`src/rtl/uart_irq_pkg.sv`:
```
package uart_irq_pkg;

    localparam int unsigned STAT_W    = 11;
    localparam int unsigned NUM_LINES = 6;

    // status bit positions (software decodes these)
    localparam int unsigned B_OVR   = 10;
    localparam int unsigned B_BRK   = 9;
    localparam int unsigned B_PAR   = 8;
    localparam int unsigned B_FRM   = 7;
    localparam int unsigned B_RXTO  = 6;
    localparam int unsigned B_TX    = 5;
    localparam int unsigned B_RX    = 4;
    localparam int unsigned B_DSR   = 3;
    localparam int unsigned B_DCD   = 2;
    localparam int unsigned B_CTS   = 1;
    localparam int unsigned B_RING  = 0;

    typedef logic [STAT_W-1:0] stat_t;

    localparam stat_t GRP_ERR   = stat_t'((1 << B_OVR) | (1 << B_BRK) | (1 << B_PAR) | (1 << B_FRM));
    localparam stat_t GRP_MODEM = stat_t'((1 << B_DSR) | (1 << B_DCD) | (1 << B_CTS) | (1 << B_RING));
    localparam stat_t GRP_RX    = stat_t'(1 << B_RX);
    localparam stat_t GRP_TX    = stat_t'(1 << B_TX);
    localparam stat_t GRP_RXTO  = stat_t'(1 << B_RXTO);
    localparam stat_t GRP_ALL   = GRP_ERR | GRP_MODEM | GRP_RX | GRP_TX | GRP_RXTO;

    // line index order
    localparam int unsigned L_ANY   = 0;
    localparam int unsigned L_RX    = 1;
    localparam int unsigned L_TX    = 2;
    localparam int unsigned L_RXTO  = 3;
    localparam int unsigned L_MODEM = 4;
    localparam int unsigned L_ERR   = 5;

    localparam stat_t LINE_GRP [NUM_LINES] = '{GRP_ALL, GRP_RX, GRP_TX, GRP_RXTO, GRP_MODEM, GRP_ERR};

endpackage

```
`src/rtl/uart_irq_status.sv`:
```
module uart_irq_status
    import uart_irq_pkg::*;
(
    input  logic  clk,
    input  logic  rst_n,
    input  stat_t set_vec,
    input  logic  clr_we,
    input  stat_t clr_vec,
    output stat_t raw_d,
    output stat_t raw_q
);

    typedef struct packed {
        stat_t raw;
    } st_t;

    st_t st_d, st_q;

    always_comb begin
        stat_t clr_eff;
        st_d    = st_q;
        clr_eff = clr_we ? clr_vec : '0;
        // set strobes are ORed after the clear so a coincident set wins
        st_d.raw = (st_q.raw & ~clr_eff) | set_vec;
    end

    always_ff @(posedge clk or negedge rst_n) begin
        if (!rst_n) st_q <= '0;
        else        st_q <= st_d;
    end

    assign raw_d = st_d.raw;
    assign raw_q = st_q.raw;

    p_set_sticky_r2: assert property (@(posedge clk) disable iff (!rst_n)
        (set_vec != '0) |=> ((raw_q & $past(set_vec)) == $past(set_vec)));

    p_set_beats_clear_r6: assert property (@(posedge clk) disable iff (!rst_n)
        (clr_we && ((set_vec & clr_vec) != '0)) |=>
            ((raw_q & $past(set_vec & clr_vec)) == $past(set_vec & clr_vec)));

    p_w1c_clears_r5: assert property (@(posedge clk) disable iff (!rst_n)
        clr_we |=> ((raw_q & $past(clr_vec & ~set_vec)) == '0));

    p_untouched_hold_r5: assert property (@(posedge clk) disable iff (!rst_n)
        1'b1 |=> (((raw_q ^ $past(raw_q)) & ~$past(set_vec)
                   & ~($past(clr_we) ? $past(clr_vec) : '0)) == '0));

endmodule

```
`src/rtl/uart_irq_enable.sv`:
```
module uart_irq_enable
    import uart_irq_pkg::*;
(
    input  logic  clk,
    input  logic  rst_n,
    input  logic  wr_en,
    input  stat_t wr_data,
    output stat_t en_d,
    output stat_t en_q
);

    typedef struct packed {
        stat_t en;
    } st_t;

    st_t st_d, st_q;

    always_comb begin
        st_d = st_q;
        if (wr_en) st_d.en = wr_data;
    end

    always_ff @(posedge clk or negedge rst_n) begin
        if (!rst_n) st_q <= '0;
        else        st_q <= st_d;
    end

    assign en_d = st_d.en;
    assign en_q = st_q.en;

    p_enable_load_r4: assert property (@(posedge clk) disable iff (!rst_n)
        wr_en |=> (en_q == $past(wr_data)));

    p_enable_hold_r4: assert property (@(posedge clk) disable iff (!rst_n)
        !wr_en |=> $stable(en_q));

endmodule

```
`src/rtl/uart_irq_route.sv`:
```
module uart_irq_route
    import uart_irq_pkg::*;
(
    input  logic                 clk,
    input  logic                 rst_n,
    input  stat_t                masked_next,
    output logic [NUM_LINES-1:0] lines_q
);

    typedef struct packed {
        logic [NUM_LINES-1:0] lines;
    } st_t;

    st_t st_d, st_q;
    logic [NUM_LINES-1:0] grp_hit;

    for (genvar g = 0; g < NUM_LINES; g++) begin : g_line
        assign grp_hit[g] = |(masked_next & LINE_GRP[g]);
    end

    always_comb begin
        st_d       = st_q;
        st_d.lines = grp_hit;
    end

    always_ff @(posedge clk or negedge rst_n) begin
        if (!rst_n) st_q <= '0;
        else        st_q <= st_d;
    end

    assign lines_q = st_q.lines;

    p_summary_covers_groups_r9: assert property (@(posedge clk) disable iff (!rst_n)
        lines_q[L_ANY] == (|lines_q[NUM_LINES-1:1]));

endmodule

```
`src/rtl/uart_irq_ctrl.sv`:
```
module uart_irq_ctrl
    import uart_irq_pkg::*;
(
    input  logic        clk,
    input  logic        rst_n,
    input  logic        ev_rx,
    input  logic        ev_tx,
    input  logic        ev_rxto,
    input  logic [3:0]  ev_err,
    input  logic [3:0]  ev_modem,
    input  logic        enable_we,
    input  logic [10:0] enable_wdata,
    input  logic        clear_we,
    input  logic [10:0] clear_wdata,
    output logic [10:0] raw_stat,
    output logic [10:0] masked_stat,
    output logic        irq_any,
    output logic        irq_rx,
    output logic        irq_tx,
    output logic        irq_rxto,
    output logic        irq_modem,
    output logic        irq_err
);

    stat_t                set_vec;
    stat_t                raw_d, raw_q;
    stat_t                en_d, en_q;
    logic [NUM_LINES-1:0] lines_q;

    always_comb begin
        set_vec           = '0;
        set_vec[B_OVR]    = ev_err[3];
        set_vec[B_BRK]    = ev_err[2];
        set_vec[B_PAR]    = ev_err[1];
        set_vec[B_FRM]    = ev_err[0];
        set_vec[B_RXTO]   = ev_rxto;
        set_vec[B_TX]     = ev_tx;
        set_vec[B_RX]     = ev_rx;
        set_vec[B_DSR]    = ev_modem[3];
        set_vec[B_DCD]    = ev_modem[2];
        set_vec[B_CTS]    = ev_modem[1];
        set_vec[B_RING]   = ev_modem[0];
    end

    uart_irq_status u_status (
        .clk     (clk),
        .rst_n   (rst_n),
        .set_vec (set_vec),
        .clr_we  (clear_we),
        .clr_vec (clear_wdata),
        .raw_d   (raw_d),
        .raw_q   (raw_q)
    );

    uart_irq_enable u_enable (
        .clk     (clk),
        .rst_n   (rst_n),
        .wr_en   (enable_we),
        .wr_data (enable_wdata),
        .en_d    (en_d),
        .en_q    (en_q)
    );

    // lines are computed from next-state values so they move on the same edge
    uart_irq_route u_route (
        .clk         (clk),
        .rst_n       (rst_n),
        .masked_next (raw_d & en_d),
        .lines_q     (lines_q)
    );

    assign raw_stat    = raw_q;
    assign masked_stat = raw_q & en_q;
    assign irq_any     = lines_q[L_ANY];
    assign irq_rx      = lines_q[L_RX];
    assign irq_tx      = lines_q[L_TX];
    assign irq_rxto    = lines_q[L_RXTO];
    assign irq_modem   = lines_q[L_MODEM];
    assign irq_err     = lines_q[L_ERR];

    p_reset_quiet_r1: assert property (@(posedge clk)
        $rose(rst_n) |-> (raw_q == '0 && en_q == '0 && lines_q == '0));

    p_masked_gated_r3: assert property (@(posedge clk) disable iff (!rst_n)
        ((masked_stat & ~en_q) == '0) && ((masked_stat & ~raw_q) == '0));

    p_single_lines_r7: assert property (@(posedge clk) disable iff (!rst_n)
        (irq_rx == masked_stat[B_RX]) && (irq_tx == masked_stat[B_TX])
        && (irq_rxto == masked_stat[B_RXTO]));

    p_group_lines_r8: assert property (@(posedge clk) disable iff (!rst_n)
        (irq_err == (|(masked_stat & GRP_ERR))) && (irq_modem == (|(masked_stat & GRP_MODEM))));

    p_summary_line_r9: assert property (@(posedge clk) disable iff (!rst_n)
        irq_any == (|masked_stat));

    p_lines_follow_edge_r10: assert property (@(posedge clk) disable iff (!rst_n)
        (raw_q == $past(raw_q) && en_q == $past(en_q)) |-> $stable(lines_q));

endmodule

```
`config.mk`:
```
export PLATFORM = sky130hd
export DESIGN_NAME = uart_irq_ctrl
export DESIGN_NICKNAME = d
export VERILOG_FILES = /design/src/rtl/uart_irq_pkg.sv /design/src/rtl/uart_irq_status.sv /design/src/rtl/uart_irq_enable.sv /design/src/rtl/uart_irq_route.sv /design/src/rtl/uart_irq_ctrl.sv
export SDC_FILE = /design/constraint.sdc
export NUM_CORES = 1
export LEC_CHECK = 0
export ABC_AREA = 1
export CORE_MARGIN = 2
export CORE_UTILIZATION = 35
export DETAILED_ROUTE_END_ITERATION = 8
export PLACE_DENSITY = 0.77
export RECOVER_POWER = 50
export SLEW_MARGIN = 25
export SYNTH_ARGS = -nofsm -noshare
export SYNTH_HDL_FRONTEND = slang
export SYNTH_HIERARCHICAL = 1
export SYNTH_SLANG_ARGS = --single-unit
```
`constraint.sdc`:
```
create_clock -name clk -period 1.05 [get_ports clk]
set_input_delay 0.21 -clock clk [delete_from_list [all_inputs] [get_ports clk]]
set_output_delay 0.21 -clock clk [all_outputs]
set_load 0.1 [all_outputs]
```
==> metrics.txt, run 1 <==
HP Class=input port to register; Fin Clk Skew=0.00328 ns; clock share of power=15.5%; Synth cell types=9; total grt overflow=0; status=complete, but fails checks; Antenna diodes=0; Area Overhead vs Synth=114%; slowest CP cell=dfrtp_4; Nets=292; Die Y-Extent=63.5 µm; worst slew pin tran=0.678 ns; Max-Cap Viols=0; max incr delay on CP=0.52 ns; Die Area=4030 µm²; Worst setup EP type=output port; Total GRT Usage=18.4%; commonest cells in the synthesized netlist=nand2_1, inv_1, dfrtp_1; setup ws final=-0.450 ns; Slew Limit Fails=0; crit path DAT=1.29 ns; CP Cell Sequence=buf_6 > nand2_4 > clkinvlp_4 > buf_12; Sw Ratio=40.8%; CTS tree=yes; row cnt=21; ys flop type=dfrtp_1; die width=63.5 µm; Lkg Pwr=0.00132 µW; final worst-path cycle share=143%; final std cells w/o fill=300; DRT Wirelength=3.47 mm; 1st-iter DRT viols=23; RSZ-0062 raised after global routing=yes; core area=3360 µm²; violated checks=negative setup slack; crit path max fanout=3; Port-buffer cells=64; most numerous cell in the Yosys netlist=nand2_1; antenna-violating nets left=0; Ys Warns=6; Placer Congestion=0.752; number of synthesized flops with an enable pin=0; Cell Area, Synth=1240 µm²; final setup violation count=30; share of power burned in registers=36.6%; Vias=1276; Worst EP required=0.84 ns; pre-CTS WS=-0.623 ns; CTS clk-pin slew, worst paths=0.15 ns; area leader, netlist=dfrtp_1; Logic pwr share=48.0%; initial antenna violation count=0; async set-reset flop share out of synthesis=100%; maximum VDD drop=0.823 mV; post-route cell area=2650 µm²; TritonCTS buffer count=3; routed len/inst=11.6 µm; vias in the first global route=1323; Final Critical Period=1.50 ns; dpl cells=291; Max-Slew Margin vs Limit=54.8%; H-tree depth=1; Starting Density=36.8%; clock buffer depth=2; Yosys top cell area share=56.6%; fmax=667 MHz; Setup CP Type=register to output port; DP Area=2510 µm²; iteration count of the initial detailed-routing pass=4; DR vias/cell=4.25; Remaining DRCs=0; syn nets=202; PwrDens=1320 nW/µm²; Area contributors post-synth=dfrtp_1, nand2_1, inv_1; synthesized flop and latch total=28; CP Launch Type=register; Pint=2070 µW; CTS Root Cell=clkbuf_4; Ports=65; ratio of cells with drive above 1 in the final layout=40.9%; Final Hold Fails=0; later-pin clock latency in the skew report=0.33 ns; Mapped Avg Cell Area=7.51 µm²; pin count of the biggest net entering global routing=29; first-pass GRT wire length=5.81 mm; P_sw=1430 µW; Syn Inst Count=165; clk sink count=28; register area share after synthesis=56.6%; dpl hpwl=2.63 mm
[cells by family after synthesis]
group         count (synthesis)  share of synthesized area [%]
buf+inv                      38                           13.0
flops                        28                           56.6
simple gates                 99                           30.4
[what timing repair did]
| item | CTS | global route |
|---|---|---|
| setup endpoints to repair | 31 | 31 |
| gates cloned | 0 | 0 |
| gates resized for setup | 20 | 7 |
| hold buffers | 0 | 0 |
| pin swaps | 9 | 2 |
| setup buffers | 4 | 2 |
[area by class of cell]
type                    count  area [µm²]
flip-flops and latches     28         749
multi-input cells          99         479
repair buffers             88        1150
inverters                  35         175
clock buffers               4        36.3
fillers                   225         717
well taps                  46        57.6
[path summary, 6_finish.rpt]
check / to / from / cells after the start / slack, ns
min in group asynchronous: u_enable/en_q[7]$_DFF_PN0_ / rst_n / 2 / 0.41
min reg2reg: u_enable/en_q[10]$_DFF_PN0_ / u_enable/en_q[10]$_DFF_PN0_ / 2 / 0.54
min: u_status/raw_q[9]$_DFF_PN0_ / clear_we / 4 / 0.39
max: masked_stat[1] / u_status/raw_q[1]$_DFF_PN0_ / 4 / -0.45
max in group asynchronous: u_status/raw_q[5]$_DFF_PN0_ / rst_n / 2 / 0.14
max reg2reg: u_route/lines_q[5]$_DFF_PN0_ / u_status/raw_q[9]$_DFF_PN0_ / 7 / -0.16
[flip-flops by register name, summed over array words and instances, names as in the netlist]
| signal | count |
|---|---|
| u_status/raw_q | 11 |
| u_enable/en_q | 11 |
| u_route/lines_q | 6 |
[per-layer routing]
| metal | GRT usage (%) | routed length, µm | vias to the layer above |
|---|---|---|---|
| met3 | 2.68 | 166 | 5 |
| met5 | 0 | 0 | - |
| li1 | - | - | 639 |
| met2 | 35.3 | 1930 | 38 |
| met1 | 20.7 | 1330 | 594 |
| met4 | 5.71 | 45 | 0 |
[power by group through the flow]
stage	Combinational (µW)	Clock (µW)	Sequential (µW)
after floorplan	563	0	1660
after global placement	1620	0	1290
after detailed placement	1640	0	1300
final	1680	541	1280
after global routing	1750	577	1290
after CTS	1680	547	1280
[critical path, delay by kind of cell, from the launching register on]
kind                   cells  cell delay, ns
buffers and inverters      3            0.39
DFF                        1            0.52
and+or+nand+nor            1            0.05
[cell usage in the layout (no fill, tap or decap), types with 2 or more instances in the layout]
cell type and instances:
nand2_1 72, nand2_4 11, dfrtp_4 11, nor2_1 6
buf_4 9, dfrtp_1 11, inv_1 23, buf_6 14
clkdlybuf4s50_1 33, dlygate4sd2_1 2, dfrtp_2 6, clkbuf_4 3
clkinvlp_4 11, buf_12 28, nand2_2 8
[through the flow]
stage | utilization (%) | hold WS (ns) | total power, µW | TNS (ns)
after floorplan | - | -0.0856 | 2220 | -3.63
after global placement | 74.8 | 0.475 | 2910 | -4.87
after detailed placement | 74.8 | 0.490 | 2940 | -5.48
after CTS | 78.4 | 0.204 | 3510 | -8.87
after global routing | 78.7 | 0.411 | 3620 | -10.10
final | 78.7 | 0.386 | 3500 | -8.76
No activity file was read; power rests on OpenSTA's default activity.
==> inputs of run 2 (changes only) <==
Settings changed: CORE_UTILIZATION 35 to 34, PLACE_DENSITY 0.77 to 0.76, SYNTH_HIERARCHICAL 1 to default.
==> run 2 against run 1 <==
Against the previous run: the run still ends with negative setup slack left; synthesized cell count fell by 4.8%; sequential power barely moved; setup slack improved by 0.11 ns; first-iteration DRC count rose by 13%; critical path depth fell by 1; utilization fell by 2.5 points.
==> metrics.txt, run 2 <==
status=complete, but fails checks; violated checks=negative setup slack; Total GRT Usage=17.9% (-0.54 points); maximum VDD drop=0.841 mV (+2.2%); total grt overflow=0 (unchanged); ratio of cells with drive above 1 in the final layout=39.8% (-1.1 points); Fin Clk Skew=0.00363 ns (+0.000346 ns); Synth cell types=9 (unchanged); post-route cell area=2560 µm² (-3.2%); commonest cells in the synthesized netlist=nand2_1, dfrtp_1, inv_1; synthesized flop and latch total=28 (unchanged); DRT Wirelength=3.37 mm (-3.1%); Area Overhead vs Synth=112%; Lkg Pwr=0.00124 µW (-5.7%); crit path DAT=1.18 ns (-0.11 ns); Antenna diodes=0 (unchanged); Area contributors post-synth=dfrtp_1, nand2_1, inv_1; Final Critical Period=1.39 ns (-0.112 ns); Placer Congestion=0.736 (-2.1%); total power draw=3360 µW (-3.9%); commonest non-fill, non-tap cells in the layout=nand2_1, clkdlybuf4s50_1, buf_12, inv_1, buf_6; PwrDens=1310 nW/µm² (-0.71%); CTS Hold Buffers Added=0 (unchanged); Nets=279 (-4.5%); iteration count of the initial detailed-routing pass=4 (unchanged); CTS tree=yes; async set-reset flop share out of synthesis=100% (unchanged); dpl hpwl=2.75 mm (+4.6%); row cnt=21 (unchanged); CTS Root Cell=clkbuf_4; Port-buffer cells=64 (unchanged); final setup violation count=30 (unchanged); Remaining DRCs=0 (unchanged); commonest non-fill, non-tap cell in the layout=nand2_1; dpl cells=281 (-3.4%); crit path max fanout=3 (unchanged); Ports=65 (unchanged); fmax=720 MHz (+8.1%); Yosys top cell area share=58.1% (+1.5 points); Final Hold Fails=0 (unchanged); worst slew pin tran=0.685 ns (+0.00709 ns); initial antenna violation count=0 (unchanged); syn nets=194 (-4.0%); clock buffer depth=2 (unchanged); vias in the first global route=1265 (-4.4%); CP Launch Type=register; Worst setup EP type=output port; clk sink count=28 (unchanged); Setup CP Type=register to output port; Slew Limit Fails=0 (unchanged); Mapped Avg Cell Area=7.68 µm² (+2.3%); HP Class=input port to register; H-tree depth=1 (unchanged); Syn Inst Count=157 (-4.8%); Die Y-Extent=63.6 µm (+0.11%); area leader, netlist=dfrtp_1; pin count of the biggest net entering global routing=29 (unchanged); ys flop type=dfrtp_1; final worst-path cycle share=132% (-11 points); first-pass GRT wire length=5.73 mm (-1.3%); most numerous cell in the Yosys netlist=nand2_1; later-pin clock latency in the skew report=0.31 ns (-0.02 ns); die width=63.6 µm (+0.11%); setup ws final=-0.338 ns (+0.112 ns); routed len/inst=11.7 µm (+1.3%); Max-Cap Viols=0 (unchanged); 1st-iter DRT viols=26 (+13%); Vias=1217 (-4.6%); Worst EP required=0.84 ns (about the same); final std cells w/o fill=287 (-4.3%); Max-Slew Margin vs Limit=54.3% (-0.47 points); number of synthesized flops with an enable pin=0 (unchanged); DR vias/cell=4.24 (-0.30%); antenna-violating nets left=0 (unchanged); Cell Area, Synth=1210 µm² (-2.6%); CTS clk-pin slew, worst paths=0.14 ns (about the same); Register Area=749 µm² (unchanged); number of fillers in the final layout=252 (+12%); core area=3360 µm² (unchanged); TritonCTS buffer count=3 (unchanged); Die Area=4040 µm² (+0.22%); register area share after synthesis=58.1% (+1.5 points); DP Area=2470 µm² (-1.7%); Starting Density=35.9% (-0.97 points); Ys Warns=0 (-6); RSZ-0062 raised after global routing=yes; footprint of the multi-input gates=472 µm² (-1.6%)
## run 2: kinds of logic after synthesis
kind of cell	after synthesis	share of synthesized area, %
and+or+nand+nor	98	31.0
buffers and inverters	31	10.9
DFF	28	58.1
## run 2: path summary, 6_finish.rpt
check | startpoint | cells after the start | slack, ns | endpoint
max | u_status.raw_q[7]$_DFF_PN0_ | 3 | -0.34 | masked_stat[7]
min | ev_tx | 3 | 0.43 | u_status.raw_q[5]$_DFF_PN0_
max reg2reg | u_status.raw_q[9]$_DFF_PN0_ | 7 | -0.08 | u_route.lines_q[0]$_DFF_PN0_
min reg2reg | u_enable.en_q[8]$_DFF_PN0_ | 2 | 0.58 | u_enable.en_q[8]$_DFF_PN0_
max in group asynchronous | rst_n | 2 | 0.08 | u_status.raw_q[9]$_DFF_PN0_
min in group asynchronous | rst_n | 2 | 0.46 | u_enable.en_q[6]$_DFF_PN0_
## run 2: final cells by class
cell class	count	area share (%)
Tap cell	46	2.25
Sequential cell	28	29.3
Clock buffer	4	1.03
Multi-Input combinational cell	98	18.4
Inverter	28	5.81
Timing Repair Buffer	83	43.2
## run 2: timing repair
action	4_1_cts	5_1_grt
buffers inserted	1	1
pin swaps	7	8
gates cloned	0	0
hold endpoints to repair	0	0
resized for setup	19	2
endpoints found under the setup margin	31	31
## run 2: routing by layer
layer  GRT usage (%)  share of wire (%)
met5               0                  0
met4            3.26               0.45
met3            2.32                4.8
met2            32.2                 54
met1            23.0                 41
## run 2: power breakdown
group          switching [µW]  internal (µW)  total, µW
Combinational             990            652       1640
Clock                     283            148        431
Sequential                103           1190       1290
Total                    1380           1990       3360
## run 2: metrics by stage
stage	setup TNS (ns)	setup slack (ns)	util (%)	hold WS [ns]
finish	-7.29	-0.338	76.2	0.426
global route	-9.01	-0.400	76.2	0.434
CTS	-7.61	-0.345	76.2	0.239
detailed placement	-4.06	-0.485	73.5	0.549
global placement	-3.01	-0.404	73.5	0.538
floorplan	-3.37	-0.280	-	-0.0856
## run 2: critical path: stages (launching register included)
cell and delay, ns:
dfrtp_4 0.53, nand2_4 0.08, clkinvlp_4 0.09, buf_12 0.17
==> inputs of run 3 (changes only) <==
Settings changed: CTS_CLUSTER_SIZE from default to 40.
==> results of run 3 <==
No change in the layout: final DEF, timing and power equal those of run 2.
